==> src/rtl/sgp_pkg.sv <==
package sgp_pkg;
  localparam int DEF_NUM_OUT = 8;
  localparam int DEF_NUM_SEQ = 4;
  localparam int DEF_CNT_W   = 12;

  // width of an index able to address n entries (at least one bit)
  function automatic int idx_w(input int n);
    return (n > 1) ? $clog2(n) : 1;
  endfunction
endpackage

==> src/rtl/sgp_timebase.sv <==
module sgp_timebase #(
  parameter int CNT_W = sgp_pkg::DEF_CNT_W
) (
  input  logic             clk,
  input  logic             rst_n,
  input  logic             fld_strb,
  input  logic             ln_strb,
  output logic [CNT_W-1:0] px_cnt,
  output logic [CNT_W-1:0] ln_cnt
);
  always_ff @(posedge clk) begin
    if (!rst_n) begin
      px_cnt <= '0;
      ln_cnt <= '0;
    end else if (fld_strb) begin
      px_cnt <= '0;
      ln_cnt <= '0;
    end else if (ln_strb) begin
      px_cnt <= '0;
      ln_cnt <= ln_cnt + 1'b1;
    end else begin
      px_cnt <= px_cnt + 1'b1;
    end
  end
endmodule

==> src/rtl/sgp_cfg_shadow.sv <==
module sgp_cfg_shadow #(
  parameter int NUM_OUT = sgp_pkg::DEF_NUM_OUT,
  parameter int NUM_SEQ = sgp_pkg::DEF_NUM_SEQ,
  parameter int CNT_W   = sgp_pkg::DEF_CNT_W,
  parameter int SEL_W   = sgp_pkg::idx_w(NUM_SEQ)
) (
  input  logic                     clk,
  input  logic                     rst_n,
  input  logic                     fld_strb,
  input  logic [NUM_SEQ-1:0]       pol_in,
  input  logic [NUM_SEQ*CNT_W-1:0] tog1_in,
  input  logic [NUM_SEQ*CNT_W-1:0] tog2_in,
  input  logic [CNT_W-1:0]         line_in,
  input  logic [NUM_OUT*SEL_W-1:0] sel_in,
  input  logic [NUM_OUT-1:0]       mask_in,
  output logic [NUM_SEQ-1:0]       pol_sh,
  output logic [NUM_SEQ*CNT_W-1:0] tog1_sh,
  output logic [NUM_SEQ*CNT_W-1:0] tog2_sh,
  output logic [CNT_W-1:0]         line_sh,
  output logic [NUM_OUT*SEL_W-1:0] sel_sh,
  output logic [NUM_OUT-1:0]       mask_sh,
  output logic                     armed
);
  always_ff @(posedge clk) begin
    if (!rst_n) begin
      pol_sh  <= '0;
      tog1_sh <= '0;
      tog2_sh <= '0;
      line_sh <= '0;
      sel_sh  <= '0;
      mask_sh <= '0;
      armed   <= 1'b0;
    end else if (fld_strb) begin
      pol_sh  <= pol_in;
      tog1_sh <= tog1_in;
      tog2_sh <= tog2_in;
      line_sh <= line_in;
      sel_sh  <= sel_in;
      mask_sh <= mask_in;
      armed   <= 1'b1;
    end
  end
endmodule

==> src/rtl/sgp_seq_unit.sv <==
module sgp_seq_unit #(
  parameter int CNT_W = sgp_pkg::DEF_CNT_W
) (
  input  logic             clk,
  input  logic             rst_n,
  input  logic             fld_strb,
  input  logic             ln_strb,
  input  logic             pol_new,
  input  logic             pol_cur,
  input  logic             pulse_en,
  input  logic [CNT_W-1:0] px_cnt,
  input  logic [CNT_W-1:0] tog1,
  input  logic [CNT_W-1:0] tog2,
  output logic             lvl
);
  logic hit;

  // equal positions collapse into one flip
  assign hit = pulse_en && ((px_cnt == tog1) || (px_cnt == tog2));

  always_ff @(posedge clk) begin
    if (!rst_n)        lvl <= 1'b0;
    else if (fld_strb) lvl <= pol_new;
    else if (ln_strb)  lvl <= pol_cur;
    else if (hit)      lvl <= ~lvl;
  end
endmodule

==> src/rtl/sgp_out_map.sv <==
module sgp_out_map #(
  parameter int NUM_OUT = sgp_pkg::DEF_NUM_OUT,
  parameter int NUM_SEQ = sgp_pkg::DEF_NUM_SEQ,
  parameter int SEL_W   = sgp_pkg::idx_w(NUM_SEQ)
) (
  input  logic [NUM_SEQ-1:0]       lvl,
  input  logic [NUM_SEQ-1:0]       pol_sh,
  input  logic [NUM_OUT*SEL_W-1:0] sel_sh,
  input  logic [NUM_OUT-1:0]       mask_sh,
  output logic [NUM_OUT-1:0]       gate
);
  for (genvar o = 0; o < NUM_OUT; o++) begin : g_out
    logic [SEL_W-1:0] pick;
    assign pick    = sel_sh[o*SEL_W +: SEL_W];
    assign gate[o] = mask_sh[o] ? pol_sh[pick] : lvl[pick];
  end
endmodule

==> src/rtl/sgate_pulse_gen.sv <==
module sgate_pulse_gen #(
  parameter int NUM_OUT = sgp_pkg::DEF_NUM_OUT,
  parameter int NUM_SEQ = sgp_pkg::DEF_NUM_SEQ,
  parameter int CNT_W   = sgp_pkg::DEF_CNT_W,
  localparam int SEL_W  = sgp_pkg::idx_w(NUM_SEQ)
) (
  input  logic                     clk,
  input  logic                     rst_n,
  input  logic                     fld_strb,
  input  logic                     ln_strb,
  input  logic [NUM_SEQ-1:0]       cfg_pol,
  input  logic [NUM_SEQ*CNT_W-1:0] cfg_tog1,
  input  logic [NUM_SEQ*CNT_W-1:0] cfg_tog2,
  input  logic [CNT_W-1:0]         cfg_line,
  input  logic [NUM_OUT*SEL_W-1:0] cfg_sel,
  input  logic [NUM_OUT-1:0]       cfg_mask,
  output logic [NUM_OUT-1:0]       gate_out
);
  logic [CNT_W-1:0]         px_q, ln_q;
  logic [NUM_SEQ-1:0]       pol_sh;
  logic [NUM_SEQ*CNT_W-1:0] tog1_sh, tog2_sh;
  logic [CNT_W-1:0]         line_sh;
  logic [NUM_OUT*SEL_W-1:0] sel_sh;
  logic [NUM_OUT-1:0]       mask_sh;
  logic                     armed;
  logic                     pulse_en;
  logic [NUM_SEQ-1:0]       lvl;

  sgp_timebase #(.CNT_W(CNT_W)) u_tb (
    .clk(clk), .rst_n(rst_n), .fld_strb(fld_strb), .ln_strb(ln_strb),
    .px_cnt(px_q), .ln_cnt(ln_q)
  );

  sgp_cfg_shadow #(.NUM_OUT(NUM_OUT), .NUM_SEQ(NUM_SEQ), .CNT_W(CNT_W), .SEL_W(SEL_W)) u_sh (
    .clk(clk), .rst_n(rst_n), .fld_strb(fld_strb),
    .pol_in(cfg_pol), .tog1_in(cfg_tog1), .tog2_in(cfg_tog2),
    .line_in(cfg_line), .sel_in(cfg_sel), .mask_in(cfg_mask),
    .pol_sh(pol_sh), .tog1_sh(tog1_sh), .tog2_sh(tog2_sh),
    .line_sh(line_sh), .sel_sh(sel_sh), .mask_sh(mask_sh), .armed(armed)
  );

  assign pulse_en = armed && (ln_q == line_sh);

  for (genvar s = 0; s < NUM_SEQ; s++) begin : g_seq
    sgp_seq_unit #(.CNT_W(CNT_W)) u_seq (
      .clk(clk), .rst_n(rst_n), .fld_strb(fld_strb), .ln_strb(ln_strb),
      .pol_new(cfg_pol[s]), .pol_cur(pol_sh[s]), .pulse_en(pulse_en),
      .px_cnt(px_q),
      .tog1(tog1_sh[s*CNT_W +: CNT_W]), .tog2(tog2_sh[s*CNT_W +: CNT_W]),
      .lvl(lvl[s])
    );
  end

  sgp_out_map #(.NUM_OUT(NUM_OUT), .NUM_SEQ(NUM_SEQ), .SEL_W(SEL_W)) u_map (
    .lvl(lvl), .pol_sh(pol_sh), .sel_sh(sel_sh), .mask_sh(mask_sh), .gate(gate_out)
  );
endmodule

==> config.mk <==
export PLATFORM = sky130hd
export DESIGN_NAME = sgate_pulse_gen
export DESIGN_NICKNAME = d
export VERILOG_FILES = /design/src/rtl/sgp_pkg.sv /design/src/rtl/sgp_timebase.sv /design/src/rtl/sgp_cfg_shadow.sv /design/src/rtl/sgp_seq_unit.sv /design/src/rtl/sgp_out_map.sv /design/src/rtl/sgate_pulse_gen.sv
export SDC_FILE = /design/constraint.sdc
export NUM_CORES = 1
export LEC_CHECK = 0
export BUFFER_PORTS_ARGS = -buffer_cell sky130_fd_sc_hd__buf_2
export CORE_MARGIN = 4
export CORE_UTILIZATION = 40
export DETAILED_ROUTE_END_ITERATION = 16
export GPL_ROUTABILITY_DRIVEN = 0
export GPL_TIMING_DRIVEN = 0
export PLACE_DENSITY = 0.69
export SKIP_CTS_REPAIR_TIMING = 1
export SLEW_MARGIN = 30
export SYNTH_ARGS = -nofsm -noshare
export SYNTH_HDL_FRONTEND = slang
export SYNTH_SLANG_ARGS = --single-unit
==> constraint.sdc <==
create_clock -name clk -period 3.9 [get_ports clk]
set_input_delay 0.39 -clock clk [delete_from_list [all_inputs] [get_ports clk]]
set_output_delay 0.39 -clock clk [all_outputs]
set_load 0.02 [all_outputs]
==> summary.md <==
| Metric | Value |
|---|---|
| Status | `finished clean` |
| Net Sw Frac | `0.241` |
| Crit Reg-Reg Startpoint | `u_tb.px_cnt[2]$_SDFF_PP0_` |
| First-pass GRT wire length | `32600 um` |
| Largest net degree at the start of global routing | `17` |
| Num rows | `51` |
| CP Launch Type | `flip-flop` |
| Mean post-synth cell area | `10.5 um2` |
| Post-Syn Area | `8160 um2` |
| CTS tree | `yes` |
| Post-synth EDFFs | `0` |
| Synth top cells by count | `165 x dfxtp_1, 139 x mux2i_1, 138 x nor2b_1` |
| CTS buffer count | `17` |
| Die width | `151 um` |
| DRT Pass-1 Iters | `4` |
| Core Area | `19800 um2` |
| Dpl cell area | `9230 um2` |
| Sequential share of the synthesized area | `0.405` |
| Total Routing Usage GR | `0.188` |
| Layout area overhead | `21.5%` |
| Final Cycle Share | `0.582` |
| Most frequent cell after synthesis | `dfxtp_1` |
| Sink Count | `165` |
| DR vias | `5956` |
| GRT Residual Overflow | `0` |
| Asr flop ratio synth | `0` |
| Antenna viol nets, final | `0` |
| Root Buffer | `clkbuf_16` |
| Main synth FF type | `dfxtp_1` |
| HP Class | `primary input to flip-flop` |
| Post-Syn Nets | `916` |
| Worst slew margin | `0.540` |
| Final net count | `1082` |
| Later-pin clock latency in the skew report | `430 ps` |
| Synth area leaders | `dfxtp_1 40%, mux2i_1 17%, nor2b_1 11%, xnor2_1 9.7%, mux4_2 4.4%` |
| Syn. warnings | `0` |
| Setup TNS Final | `0 ps` |
| Crit end category | `flip-flop` |
| Unrepaired setup endpoints after global routing | `false` |
| Crit path largest cell delay | `570 ps` |
| Final hold vios | `0` |
| Crit path top cell by count | `nor3_1` |
| CP Data Required Time | `4200 ps` |
| WP data arrival | `2570 ps` |
| Final Setup Violations | `0` |
| Mapped Cells | `774` |
| Hold Path Origin | `cfg_tog2[40]` |
| Die Ht | `151 um` |
| Clock transition at the registers of the reported paths | `70 ps` |
| Detailed Place HPWL | `15100 um` |
| Yosys top cell area share | `0.405` |
| Slowest CP cell | `nor3_1` |
| DRC viols | `0` |
| Cells after DPL | `1186` |
| Int Power | `3280 uW` |
| Worst IR Drop VDD | `0.299 mV` |
| Initial antenna violation count | `1` |
| CP Class | `flip-flop to flip-flop` |
| Worst path cell trace | `buf_2, xnor2_1, nand4_1, nor3_1, nor3_1, or3b_1` |
| Synth unique cells | `37` |
| Share of cells above drive strength 1 | `0.253` |
| Via density | `4.88` |
| Clock Path Buffers | `2` |
| IO Port Bufs | `147` |
| P_sw | `1040 uW` |
| Min Tclk post-route | `2270 ps` |
| Fill cells | `1888` |
| Peak fanout along the critical path | `10` |
| FMAX | `441 MHz` |
| Seq pwr share | `0.430` |
| Num ports | `148` |
| Final Instance Area | `9920 um2` |
| Final cell count without fillers | `1220` |
| Final setup skew | `8.44 ps` |
| Die ar. | `22800 um2` |
| Multi-input gate area | `4640 um2` |
| Initial DRC Count | `252` |
| Max Cap Viol | `0` |
| Logic pwr share | `0.119` |
| WL/cell | `17.2 um` |
| Critical Path Start | `u_tb.px_cnt[2]$_SDFF_PP0_` |
| Max Slew Vio Count | `0` |
| Cell area power density | `436 nW/um2` |
| Reg area | `3300 um2` |
| #FFs+latches synth | `165` |
| Clock power frac | `0.451` |
| Worst slew pin tran | `690 ps` |
| Detailed Route WL | `21000 um` |
| Vias in the first global route | `6044` |
| H-tree depth | `4` |
| Post-synth top area cell | `dfxtp_1` |
| Initial Util | `0.413` |
| Static Leak | `0.00422 uW` |
-- cell type report --
type | count | share of cell area
diodes | 2 | 0.000505
plain buffers | 48 | 0.0225
clock buffers | 18 | 0.0443
clock inverters | 14 | 0.0246
multi-input cells | 561 | 0.468
flip-flops and latches | 165 | 0.333
well taps | 265 | 0.0334
repair buffers | 147 | 0.0742
-- layer usage --
layer,vias up,GRT usage,share of wire
met1,2813,0.257,0.47
met2,135,0.298,0.46
li1,2986,-,-
met5,-,0,0
met4,0,0.0653,0.018
met3,22,0.0338,0.049
-- state kept, by name, summed over array words and instances, names as in the netlist --
register and flops:
g_seq.u_seq.lvl 4, u_sh.armed 1, u_sh.line_sh 12, u_sh.mask_sh 8, u_sh.pol_sh 4, u_sh.sel_sh 16
u_sh.tog1_sh 48, u_sh.tog2_sh 48, u_tb.ln_cnt 12, u_tb.px_cnt 12
-- worst paths after layout --
check | to | slack (ps) | cells past startpoint
hold / removal | u_sh.tog2_sh[40]$_SDFFE_PN0P_ | 220 | 3
setup reg to reg | g_seq[1].u_seq.lvl$_SDFFE_PN0P_ | 1630 | 6
setup / recovery | g_seq[1].u_seq.lvl$_SDFFE_PN0P_ | 1630 | 6
hold reg to reg | u_sh.armed$_SDFFE_PN0P_ | 500 | 1
-- power by group through the flow --
stage	registers, uW	clock network (uW)	logic, uW
finish	1860	1950	514
global route	1870	2060	566
floorplan	1870	0	359
CTS	1860	1990	518
detailed placement	1900	0	515
global placement	1890	0	509
-- critical path, delay by kind of cell, from the launching register on --
kind	cells	cell delay, ps
AND/OR/NAND/NOR	4	1160
flip-flops	1	420
buffers and inverters	1	380
XOR/XNOR	1	180
-- per-stage QoR --
step | power, uW | hold WS (ps) | setup WS, ps | util
after CTS | 4360 | 200 | 1640 | 0.501
final | 4320 | 217 | 1630 | 0.501
after floorplan | 2230 | 428 | 2270 | -
after global placement | 2400 | 476 | 1700 | 0.467
after global routing | 4500 | 207 | 1570 | 0.501
after detailed placement | 2410 | 481 | 1670 | 0.467
-- logic make-up (layout without fill, tap and decap cells) --
logic type               after synthesis  after routing  synth area share
AND/OR/NAND/NOR                      247            247             0.179
multiplexers                         166            166             0.230
flip-flops                           165            165             0.405
XOR/XNOR                             127            127             0.141
buffers and inverters                 48            227            0.0273
AO/OA/AOI/OAI                         19             19            0.0147
adder cells (fa/ha/maj)                2              2           0.00306
other                                  0              2                 0
-- cell usage in the layout (no fill, tap or decap), drive strengths merged, types with 4 or more instances in the layout --
cell type / n
and3: 9
buf: 176
bufinv: 6
clkbuf: 37
dfxtp: 165
inv: 4
mux2: 11
mux2i: 139
mux4: 16
nand2: 11
nand3: 12
nand4: 25
nor2: 24
nor2b: 138
nor3: 10
nor4: 7
o21ai: 6
xnor2: 94
xor2: 33
Power figures use the tool's default switching activity.
